[config.mk]
export PLATFORM = sky130hd
export DESIGN_NAME = lane_margin_responder
export DESIGN_NICKNAME = d
export VERILOG_FILES = /design/src/rtl/lmr_pkg.sv /design/src/rtl/lmr_ctrl.sv /design/src/rtl/lmr_datapath.sv /design/src/rtl/lane_margin_responder.sv
export SDC_FILE = /design/constraint.sdc
export NUM_CORES = 1
export LEC_CHECK = 0
export ABC_AREA = 1
export CAP_MARGIN = 20
export CORE_MARGIN = 1.5
export CORE_UTILIZATION = 51
export CTS_CLUSTER_DIAMETER = 60
export DETAILED_ROUTE_END_ITERATION = 6
export PLACE_DENSITY = 0.81
export SYNTH_ARGS = -nofsm -noshare
export SYNTH_HDL_FRONTEND = slang
export SYNTH_SLANG_ARGS = --single-unit
[constraint.sdc]
create_clock -name clk -period 2.2 [get_ports clk]
set_clock_uncertainty 0.1 [all_clocks]
set_input_delay 0.55 -clock clk [delete_from_list [all_inputs] [get_ports clk]]
set_output_delay 0.55 -clock clk [all_outputs]
set_load 0.02 [all_outputs]
[src/rtl/lmr_pkg.sv]
package lmr_pkg;

  localparam logic [15:0] IDLE_WORD = 16'h9C38;

  localparam logic [2:0] CT_REPORT = 3'd1;
  localparam logic [2:0] CT_SET    = 3'd2;
  localparam logic [2:0] CT_TSTEP  = 3'd3;
  localparam logic [2:0] CT_VSTEP  = 3'd4;

  localparam logic [7:0] RPT_FIRST = 8'h88;
  localparam logic [7:0] RPT_LAST  = 8'h90;
  localparam logic [7:0] SET_CLR   = 8'h55;
  localparam logic [7:0] SET_NORM  = 8'h0F;

  localparam int ERR_W    = 6;
  localparam int SAMPLE_W = 7;

  typedef enum logic [1:0] {
    MS_OVER  = 2'd0,
    MS_SETUP = 2'd1,
    MS_RUN   = 2'd2,
    MS_NAK   = 2'd3
  } mstat_e;

  typedef struct packed {
    logic loadEcho;
    logic loadReport;
    logic clrErr;
    logic setLimit;
    logic startStep;
    logic nakStep;
  } strobe_t;

endpackage

[src/rtl/lmr_ctrl.sv]
module lmr_ctrl
  import lmr_pkg::*;
#(
  parameter int SETTLE_CYC = 4
) (
  input  logic          clk,
  input  logic          rstN,
  input  logic          cmdWr,
  input  logic [15:0]   cmdData,
  input  logic [2:0]    rxNum,
  input  logic          capVolt,
  input  logic          capIndUD,
  input  logic          capIndLR,
  input  logic [6:0]    maxVoltSteps,
  input  logic [5:0]    maxTimSteps,
  output strobe_t       stb,
  output logic          stepMode,
  output mstat_e        stepSts
);

  localparam int CW = (SETTLE_CYC > 1) ? $clog2(SETTLE_CYC) : 1;

  logic [CW-1:0] settleCnt;
  logic [7:0]    pl;
  logic [2:0]    cmdType;
  logic          rxOk;
  logic          tBad;
  logic          vBad;

  assign pl      = cmdData[15:8];
  assign cmdType = cmdData[5:3];
  assign rxOk    = (cmdData[2:0] == rxNum);
  assign tBad    = (pl[5:0] > maxTimSteps) || (pl[6] && !capIndLR);
  assign vBad    = !capVolt || (pl[6:0] > maxVoltSteps) || (pl[7] && !capIndUD);

  always_comb begin
    stb = '0;
    if (cmdWr) begin
      if (cmdData == IDLE_WORD) begin
        stb.loadEcho = 1'b1;
      end else if (rxOk) begin
        case (cmdType)
          CT_REPORT: stb.loadReport = (pl >= RPT_FIRST) && (pl <= RPT_LAST);
          CT_SET: begin
            if (pl == SET_CLR) begin
              stb.clrErr   = 1'b1;
              stb.loadEcho = 1'b1;
            end else if (pl == SET_NORM) begin
              stb.loadEcho = 1'b1;
            end else if (pl[7:6] == 2'b11) begin
              stb.setLimit = 1'b1;
              stb.loadEcho = 1'b1;
            end
          end
          CT_TSTEP: begin
            stb.nakStep   = tBad;
            stb.startStep = !tBad;
          end
          CT_VSTEP: begin
            stb.nakStep   = vBad;
            stb.startStep = !vBad;
          end
          default: ;
        endcase
      end
    end
  end

  always_ff @(posedge clk or negedge rstN) begin
    if (!rstN) begin
      stepMode  <= 1'b0;
      stepSts   <= MS_SETUP;
      settleCnt <= '0;
    end else if (stb.startStep) begin
      stepMode  <= 1'b1;
      stepSts   <= MS_SETUP;
      settleCnt <= CW'(SETTLE_CYC - 1);
    end else if (stb.nakStep) begin
      stepMode <= 1'b1;
      stepSts  <= MS_NAK;
    end else if (stb.loadEcho || stb.loadReport) begin
      stepMode <= 1'b0;
    end else if (stepMode && stepSts == MS_SETUP) begin
      if (settleCnt == '0) stepSts <= MS_RUN;
      else settleCnt <= settleCnt - 1'b1;
    end
  end

  // setup only ever advances to the running state while no command arrives
  p_settle_r8: assert property (@(posedge clk) disable iff (!rstN)
    (stepMode && stepSts == MS_SETUP && !cmdWr) |=>
      (stepMode && (stepSts == MS_SETUP || stepSts == MS_RUN)));

  // a refused step stays refused until a new command is accepted
  p_nak_hold_r10: assert property (@(posedge clk) disable iff (!rstN)
    (stepMode && stepSts == MS_NAK && !cmdWr) |=> (stepMode && stepSts == MS_NAK));

  // an accepted report or set leaves step mode
  p_end_step_r11: assert property (@(posedge clk) disable iff (!rstN)
    (stb.loadEcho || stb.loadReport) |=> !stepMode);

endmodule

[src/rtl/lmr_datapath.sv]
module lmr_datapath
  import lmr_pkg::*;
#(
  parameter int DEF_LIMIT = 4
) (
  input  logic          clk,
  input  logic          rstN,
  input  strobe_t       stb,
  input  logic          stepMode,
  input  mstat_e        stepSts,
  input  logic [15:0]   cmdData,
  input  logic          errInj,
  input  logic [4:0]    capFlags,
  input  logic [6:0]    maxVoltSteps,
  input  logic [5:0]    maxTimSteps,
  input  logic [6:0]    timOffset,
  input  logic [6:0]    voltOffset,
  input  logic [5:0]    rateV,
  input  logic [5:0]    rateT,
  input  logic [4:0]    maxLanes,
  output logic [15:0]   statusWord
);

  localparam logic [ERR_W-1:0]    ERR_MAX    = '1;
  localparam logic [SAMPLE_W-1:0] SAMPLE_MAX = '1;

  logic [15:0]         shownWord;
  logic [5:0]          hdr;
  logic [ERR_W-1:0]    errCnt;
  logic [ERR_W-1:0]    errLimit;
  logic [SAMPLE_W-1:0] sampleCnt;
  logic [7:0]          rptPayload;
  logic                running;
  logic                countEn;
  mstat_e              dispSts;

  always_comb begin
    case (cmdData[15:8])
      8'h88:   rptPayload = {3'b0, capFlags};
      8'h89:   rptPayload = {1'b0, maxVoltSteps};
      8'h8A:   rptPayload = {2'b0, maxTimSteps};
      8'h8B:   rptPayload = {1'b0, timOffset};
      8'h8C:   rptPayload = {1'b0, voltOffset};
      8'h8D:   rptPayload = {2'b0, rateV};
      8'h8E:   rptPayload = {2'b0, rateT};
      8'h8F:   rptPayload = {1'b0, sampleCnt};
      8'h90:   rptPayload = {3'b0, maxLanes};
      default: rptPayload = 8'h00;
    endcase
  end

  assign running = stepMode && (stepSts == MS_RUN);
  assign countEn = running && !stb.loadEcho && !stb.loadReport;

  always_ff @(posedge clk or negedge rstN) begin
    if (!rstN) begin
      shownWord <= IDLE_WORD;
      hdr       <= '0;
      errCnt    <= '0;
      errLimit  <= ERR_W'(DEF_LIMIT);
      sampleCnt <= '0;
    end else begin
      if (stb.loadEcho)   shownWord <= cmdData;
      if (stb.loadReport) shownWord <= {rptPayload, 2'b00, cmdData[5:0]};
      if (stb.setLimit)   errLimit  <= cmdData[13:8];
      if (stb.startStep) begin
        hdr       <= cmdData[5:0];
        errCnt    <= '0;
        sampleCnt <= '0;
      end else if (stb.nakStep) begin
        hdr    <= cmdData[5:0];
        errCnt <= '0;
      end else if (stb.clrErr) begin
        errCnt <= '0;
      end else if (countEn) begin
        if (errInj && errCnt != ERR_MAX) errCnt <= errCnt + 1'b1;
        if (sampleCnt != SAMPLE_MAX) sampleCnt <= sampleCnt + 1'b1;
      end
    end
  end

  assign dispSts    = (stepSts == MS_RUN && errCnt > errLimit) ? MS_OVER : stepSts;
  assign statusWord = stepMode ? {dispSts, errCnt, 2'b00, hdr} : shownWord;

  // an injected error in a running step advances the count by one
  p_err_inc_r9: assert property (@(posedge clk) disable iff (!rstN)
    (countEn && errInj && errCnt != ERR_MAX && stb == '0) |=> (errCnt == $past(errCnt) + 1'b1));

  // the count never wraps past its ceiling
  p_err_sat_r9: assert property (@(posedge clk) disable iff (!rstN)
    (errCnt == ERR_MAX && !stb.clrErr && !stb.startStep && !stb.nakStep) |=> (errCnt == ERR_MAX));

  // errors are not counted while the step is still settling
  p_setup_noerr_r9: assert property (@(posedge clk) disable iff (!rstN)
    (stepMode && stepSts == MS_SETUP && !stb.startStep && !stb.nakStep && !stb.clrErr)
      |=> $stable(errCnt));

endmodule

[src/rtl/lane_margin_responder.sv]
module lane_margin_responder
  import lmr_pkg::*;
#(
  parameter int SETTLE_CYC = 4,
  parameter int DEF_LIMIT  = 4
) (
  input  logic        clk,
  input  logic        rstN,
  input  logic        cmdWr,
  input  logic [15:0] cmdData,
  input  logic [2:0]  rxNum,
  input  logic [4:0]  capFlags,
  input  logic [6:0]  maxVoltSteps,
  input  logic [5:0]  maxTimSteps,
  input  logic [6:0]  timOffset,
  input  logic [6:0]  voltOffset,
  input  logic [5:0]  rateV,
  input  logic [5:0]  rateT,
  input  logic [4:0]  maxLanes,
  input  logic        errInj,
  output logic [15:0] statusWord
);

  strobe_t stb;
  logic    stepMode;
  mstat_e  stepSts;

  lmr_ctrl #(.SETTLE_CYC(SETTLE_CYC)) u_ctrl (
    .clk          (clk),
    .rstN         (rstN),
    .cmdWr        (cmdWr),
    .cmdData      (cmdData),
    .rxNum        (rxNum),
    .capVolt      (capFlags[0]),
    .capIndUD     (capFlags[1]),
    .capIndLR     (capFlags[2]),
    .maxVoltSteps (maxVoltSteps),
    .maxTimSteps  (maxTimSteps),
    .stb          (stb),
    .stepMode     (stepMode),
    .stepSts      (stepSts)
  );

  lmr_datapath #(.DEF_LIMIT(DEF_LIMIT)) u_dp (
    .clk          (clk),
    .rstN         (rstN),
    .stb          (stb),
    .stepMode     (stepMode),
    .stepSts      (stepSts),
    .cmdData      (cmdData),
    .errInj       (errInj),
    .capFlags     (capFlags),
    .maxVoltSteps (maxVoltSteps),
    .maxTimSteps  (maxTimSteps),
    .timOffset    (timOffset),
    .voltOffset   (voltOffset),
    .rateV        (rateV),
    .rateT        (rateT),
    .maxLanes     (maxLanes),
    .statusWord   (statusWord)
  );

  // a write for another receiver leaves an idle status word alone
  p_ignore_r2: assert property (@(posedge clk) disable iff (!rstN)
    (cmdWr && cmdData[2:0] != rxNum && cmdData != IDLE_WORD && !stepMode)
      |=> $stable(statusWord));

  // the idle word is always taken and echoed
  p_idle_r3: assert property (@(posedge clk) disable iff (!rstN)
    (cmdWr && cmdData == IDLE_WORD) |=> (statusWord == IDLE_WORD));

endmodule

* Yosys cells after proc, flatten, opt, wreduce, memory -nomap -nowiden
Cells that the tools add are included.
Storage, ports and cells: memory bits (writable) 0, logic and storage cells 122, bits in read-only memories 0, bits in registers 46, output and inout bits 16, memories kept 0, bits in latches 0
Cells by class: bitwise operators 0, multipliers 0, reductions and logical operators 35, $add $sub $neg 3, order comparisons 5, equal/unequal tests 27, muxes and demuxes 44, shifts and indexed selects 0, divide/modulo/power cells 0
Operator list (number):
- $eq 8x8->1 const B | 9
- $pmux 7 s9 | 1
- $mux 6 | 9
- $mux 16 | 3
- $mux 7 | 5
- $mux 2 | 12
- $eq 16x16->1 const B | 1
- $gt 6x6->1 | 2
- $mux 1 | 12
- $reduce_bool 2->1 | 5
- $logic_and 1x1->1 | 9
- $reduce_bool 3->1 | 3
- $eq 8x4->1 const B | 1
- $eq 8x7->1 const B | 1
- $ge 8x8->1 const B | 1
- $le 8x8->1 const B | 1
- $reduce_and 4->1 | 2
- $reduce_bool 4->1 | 2
- $add 7x1->7 const B | 1
- $gt 7x7->1 | 1
- $logic_not 1->1 | 7
- $ne 7x7->1 const B | 1
- $add 6x1->6 const B | 1
- $eq 3x2->1 const B | 2
- 16 further kinds | 22

* Logic depth before layout (Yosys ltp)
depth after elaboration 15, depth in mapped cells 17, mapped depth without buffers 17

* Modules after synthesis
From an unflattened synthesis, not the netlist that was laid out.
Second synthesis, totals: cell total of the unflattened synthesis 607, area total of the unflattened synthesis 3988.8 µm²
By module, submodules not included:
- lmr_datapath | times used 1, cells an instance 433, sequential area each 1036.0 µm², area each 2957.8 µm²
- lmr_ctrl | times used 1, cells an instance 174, sequential area each 126.4 µm², area each 1031.0 µm²

* Worst setup path after synthesis
OpenSTA, ideal clock, no wires.
path kind register to output, start register u_dp.errLimit[2], end output statusWord[15], buffers on the path 0, stages on the path, launching flop included 10, data arrival time 1.460 ns, slack 0.090 ns, cells stage by stage dfstp_2 > inv_1 > ha_1 > nand2_1 > nor2_1 > o21ai_0 > o211ai_1 > nand3_1 > nand3_1 > o21ai_0
Between the ends: longest elaborated chain between the ends 4
Ends and longest elaborated chain:
- start: declaration | line lmr_datapath.sv:30 | logic [ERR_W-1:0] errLimit;
- start signal: assignment | line lmr_datapath.sv:60 | errLimit <= ERR_W'(DEF_LIMIT);
- start signal: assignment | line lmr_datapath.sv:65 | if (stb.setLimit) errLimit <= cmdData[13:8];
- $gt 6x6->1 | line lmr_datapath.sv:82 | assign dispSts = (stepSts == MS_RUN && errCnt > errLimit) ? MS_OVER : stepSts;
- $logic_and 1x1->1 | line lmr_datapath.sv:82
- $mux 2 | line lmr_datapath.sv:82
- $mux 16 | line lmr_datapath.sv:83 | assign statusWord = stepMode ? {dispSts, errCnt, 2'b00, hdr} : shownWord;
- end: declaration | line lane_margin_responder.sv:21 | output logic [15:0] statusWord
No other way between the ends.

* Worst setup path after layout
Same ends and word-level chain as after synthesis.

==> reports/results.md <==
| Result | Reported | Unit |
| --- | --- | --- |
| Outcome | complete, but fails checks | - |
| Failing checks | setup timing | - |
| Peak per-stage delay on the critical path | 0.55 | ns |
| Count of synthesis-stage warnings from yosys | 0 | - |
| Number of cell rows | 31 | - |
| Yosys reg bits | 46 | - |
| Highest-delay cell along the critical path | sky130_fd_sc_hd__dfstp_2 | - |
| Overall die area | 7980 | µm² |
| Period utilization | 118 | % |
| Startpoint of the lowest-slack register-to-register path | u_dp.sampleCnt[0]$_DFFE_PN0P_ | - |
| Setup slack of the worst register-to-register path | 0.38 | ns |
| Leakage power of the design | 3.16 | nW |
| Netlist area before placement | 3800 | µm² |
| CP Data Arrival Time | 1.95 | ns |
| Detailed-route vias per instance | 5.35 | - |
| Transition time of the tightest slew-check pin | 0.597 | ns |
| Post-route minimum period | 2.60 | ns |
| Upper clock frequency limit | 384 | MHz |
| Total number of H-tree levels | 2 | - |
| Maximum number of pins on one net before global-route repair | 47 | - |
| Sum of internal, switching and leakage power | 3.85 | mW |
| Antenna violations before repair | 0 | - |
| Fraction of synthesized cell area taken by the top area cell type | 24.4 | % |
| Count of non-filler cells in the finished layout | 861 | - |
| Clock latency reported for the late side of the worst-skew pair | 0.31 | ns |
| Maximum resistive drop on vdd | 0.423 | mV |
| Routed length per placed instance | 15.8 | µm |
| GRT Total Usage | 32.6 | % |
| Iteration count of the initial detailed-routing pass | 5 | - |
| R2R depth | 11 | - |
| Chip width | 89.3 | µm |
| Slew HR | 60.2 | % |
| Syn_nets | 669 | - |
| Start-to-end type of the worst setup path | reg -> out | - |
| Input/output buffers | 87 | - |
| Global-route wire length before repair | 20.0 | mm |
| Worst path required time | 1.55 | ns |
| Layout Area Growth over Synthesis | 58.9 | % |
| Most frequently used flop master after synthesis | sky130_fd_sc_hd__dfrtp_1 | - |
| Total length of routed wires | 13.6 | mm |
| Proportion of layout cells with a drive suffix above 1 | 32.2 | % |
| Library cells used by synthesis | 38 | - |
| Max cap viols | 0 | - |
| Proportion of synthesized flip-flops having asynchronous set or reset | 100 | % |
| # hold bufs at CTS | 0 | - |
| Number of failing hold endpoints at the final stage | 0 | - |
| CTS root buf | sky130_fd_sc_hd__clkbuf_8 | - |
| Max-slew violations | 0 | - |
| Cell area after layout | 6040 | µm² |
| Largest fanout on the critical path | 2 | - |
| Worst path setup slack after routing | -0.405 | ns |
| Initial drt markers | 299 | - |
| Post-synthesis cell count | 575 | - |
| Number of antenna diodes | 0 | - |
| HP Class | in -> async | - |
| Cells along the critical path | inv_2 > ha_4 > nand2_4 > nor2_4 > o21ai_2 > o211ai_1 > nand3_1 > nand3_1 > o21ai_1 > buf_4 | - |
| R2r endpoint | u_dp.sampleCnt[6]$_DFFE_PN0P_ | - |
| Fillers | 449 | - |
| Half-perimeter wire length of the detailed placement result | 9.96 | mm |
| Total power divided by cell area | 638 | nW/µm² |
| Number of flops mapped to enable cells by yosys | 0 | - |
| Most numerous cell on the critical path | sky130_fd_sc_hd__nand3_1 | - |
| Via count of the first global-routing pass | 4350 | - |
| Starting Density | 52.7 | % |
| Yosys top cell by area | sky130_fd_sc_hd__dfrtp_1 | - |
| Total grt overflow | 0 | - |
| Syn avg cell area | 6.61 | µm² |
| Cell count after placement | 833 | - |
| Clk pin slew, worst setup/hold paths | 0.10 | ns |
| Leading cell types by total area after synthesis | sky130_fd_sc_hd__dfrtp_1 24%, sky130_fd_sc_hd__nand2_1 16%, sky130_fd_sc_hd__nand3_1 8.7% | - |
| # setup viols final | 1 | - |
| Final standard cell utilization of the core | 83.7 | % |
| Clock Sinks | 46 | - |
| Buffering stage count on the worst path with inverters included | 2 | - |
| TritonCTS clock tree | yes | - |
| Startpoint class of the critical path | flip-flop | - |
| Antenna violation net count after detailed routing | 0 | - |
| Largest delay share family, worst path | flip-flops | - |
| RSZ-0062 raised after global routing | yes | - |
| Detailed-route via count | 4608 | - |
| Net count of the finished layout | 855 | - |
| Total CTS buffers | 5 | - |
| Sequential fraction of the synthesis area | 30.6 | % |
| Final setup TNS | -0.405 | ns |
| Number of buffers on the longest clock path | 2 | - |
| Detailed-route DRC error count | 0 | - |
| Placed Instance Area | 5350 | µm² |
| Die Span Y | 89.3 | µm |
| Count of pins on the block boundary | 88 | - |
| GPL Wtd Cong | 0.945 | - |
| Area of the core region | 7210 | µm² |
| Critical path endpoint category | output port | - |
-- flip-flops by register name, indices dropped and copies added (netlist names) --
signal / count
u_dp.errCnt: 6
u_dp.errLimit: 6
u_ctrl.stepMode: 1
u_ctrl.stepSts: 2
u_dp.sampleCnt: 7
u_dp.hdr: 6
u_ctrl.settleCnt: 2
u_dp.shownWord: 16
-- routing by layer --
| metal | wire (µm) | track usage (%) | up-vias |
|---|---|---|---|
| met1 | 5500 | 41.4 | 2119 |
| met5 | 0 | 0 | - |
| li1 | - | - | 2216 |
| met3 | 977 | 3.51 | 37 |
| met4 | 435 | 11.6 | 0 |
| met2 | 6660 | 57.2 | 236 |
-- cell type report --
type                    instances  area [µm²]  area share [%]
multi-input cells             425        2650            44.0
repair buffers                187        1630            27.1
flip-flops and latches         46        1160            19.3
inverters                      96         373            6.18
well taps                      99         124            2.05
clock buffers                   5        68.8            1.14
clock inverters                 3        21.3           0.352
-- cells by family after synthesis --
family / Yosys count / share of synthesized area [%]
compound gates: 79 / 11.6
simple gates: 315 / 37.5
flops: 46 / 30.6
xor+xnor: 9 / 2.08
fa+ha+maj: 22 / 7.25
buf+inv: 104 / 11.0
-- worst register-to-register path, delay by kind of cell, from the launching register on --
kind | cells | cell delay (ns)
simple gates | 8 | 0.71
flops | 1 | 0.44
fa+ha+maj | 1 | 0.25
compound gates | 1 | 0.17
buf+inv | 1 | 0.05
-- power breakdown --
| group | switching [mW] | internal, mW |
|---|---|---|
| clock | 0.324 | 0.224 |
| combinational | 1.20 | 0.905 |
| sequential | 0.149 | 1.05 |
-- cells in the mapped netlist, types with 2 or more instances --
| cell | n |
|---|---|
| sky130_fd_sc_hd__nand2_1 | 160 |
| sky130_fd_sc_hd__inv_1 | 87 |
| sky130_fd_sc_hd__nand3_1 | 66 |
| sky130_fd_sc_hd__nor2_1 | 52 |
| sky130_fd_sc_hd__o21ai_0 | 41 |
| sky130_fd_sc_hd__dfrtp_1 | 37 |
| sky130_fd_sc_hd__ha_1 | 22 |
| sky130_fd_sc_hd__a21oi_1 | 20 |
| sky130_fd_sc_hd__dfstp_2 | 9 |
| sky130_fd_sc_hd__nand4_1 | 9 |
| sky130_fd_sc_hd__nand2_2 | 8 |
| sky130_fd_sc_hd__xor2_1 | 8 |
| sky130_fd_sc_hd__inv_2 | 7 |
| sky130_fd_sc_hd__nor3_1 | 6 |
| sky130_fd_sc_hd__o21ai_2 | 6 |
| sky130_fd_sc_hd__o211ai_1 | 4 |
| sky130_fd_sc_hd__clkbuf_1 | 3 |
| sky130_fd_sc_hd__nand2_4 | 3 |
| sky130_fd_sc_hd__nor2_4 | 3 |
| sky130_fd_sc_hd__o21ai_1 | 3 |
| sky130_fd_sc_hd__buf_4 | 2 |
| sky130_fd_sc_hd__buf_6 | 2 |
| sky130_fd_sc_hd__nor2_2 | 2 |
-- how the worst max path moves through the flow --
stage	cells past startpoint	slack, ns	end	start
after floorplan	9	0.09	statusWord[15]	u_dp.errLimit[2]$_DFFE_PN1P_
after global placement	15	-0.58	u_dp.sampleCnt[4]$_DFFE_PN0P_	cmdData[13]
after detailed placement	16	-0.66	u_dp.sampleCnt[2]$_DFFE_PN0P_	cmdData[13]
after CTS	10	-0.33	statusWord[15]	u_dp.errLimit[2]$_DFFE_PN1P_
after global routing	10	-0.52	statusWord[15]	u_dp.errLimit[2]$_DFFE_PN1P_
final	10	-0.40	statusWord[15]	u_dp.errLimit[2]$_DFFE_PN1P_
-- repair_timing --
item	in CTS	in global routing
setup endpoints to repair	52	44
resized for setup	99	101
cloned	1	0
pin swaps	29	46
buffers inserted	9	10
-- per-stage QoR --
stage | hold slack (ns) | setup slack, ns
3_3_place_gp | 0.359 | -0.579
5_1_grt | 0.285 | -0.515
4_1_cts | 0.249 | -0.331
6_report | 0.211 | -0.405
2_1_floorplan | 0.154 | 0.0901
3_5_place_dp | 0.360 | -0.655
-- placed cells by master (no fill, tap or decap), types with 9 or more instances in the layout --
cell type / n
sky130_fd_sc_hd__dfstp_2: 9
sky130_fd_sc_hd__inv_2: 25
sky130_fd_sc_hd__nand4_1: 9
sky130_fd_sc_hd__buf_4: 92
sky130_fd_sc_hd__nand3_1: 56
sky130_fd_sc_hd__inv_1: 66
sky130_fd_sc_hd__ha_1: 10
sky130_fd_sc_hd__nand2_4: 11
sky130_fd_sc_hd__o21ai_0: 37
sky130_fd_sc_hd__dfrtp_1: 37
sky130_fd_sc_hd__clkdlybuf4s50_1: 38
sky130_fd_sc_hd__nand2_1: 137
sky130_fd_sc_hd__dlymetal6s2s_1: 11
sky130_fd_sc_hd__nor2_4: 9
sky130_fd_sc_hd__a21oi_1: 13
sky130_fd_sc_hd__nand3_2: 10
sky130_fd_sc_hd__dlygate4sd2_1: 22
sky130_fd_sc_hd__nor2_1: 44
sky130_fd_sc_hd__nand2_2: 23
sky130_fd_sc_hd__ha_4: 12
Note: power is estimated with default switching activity, not from simulation.
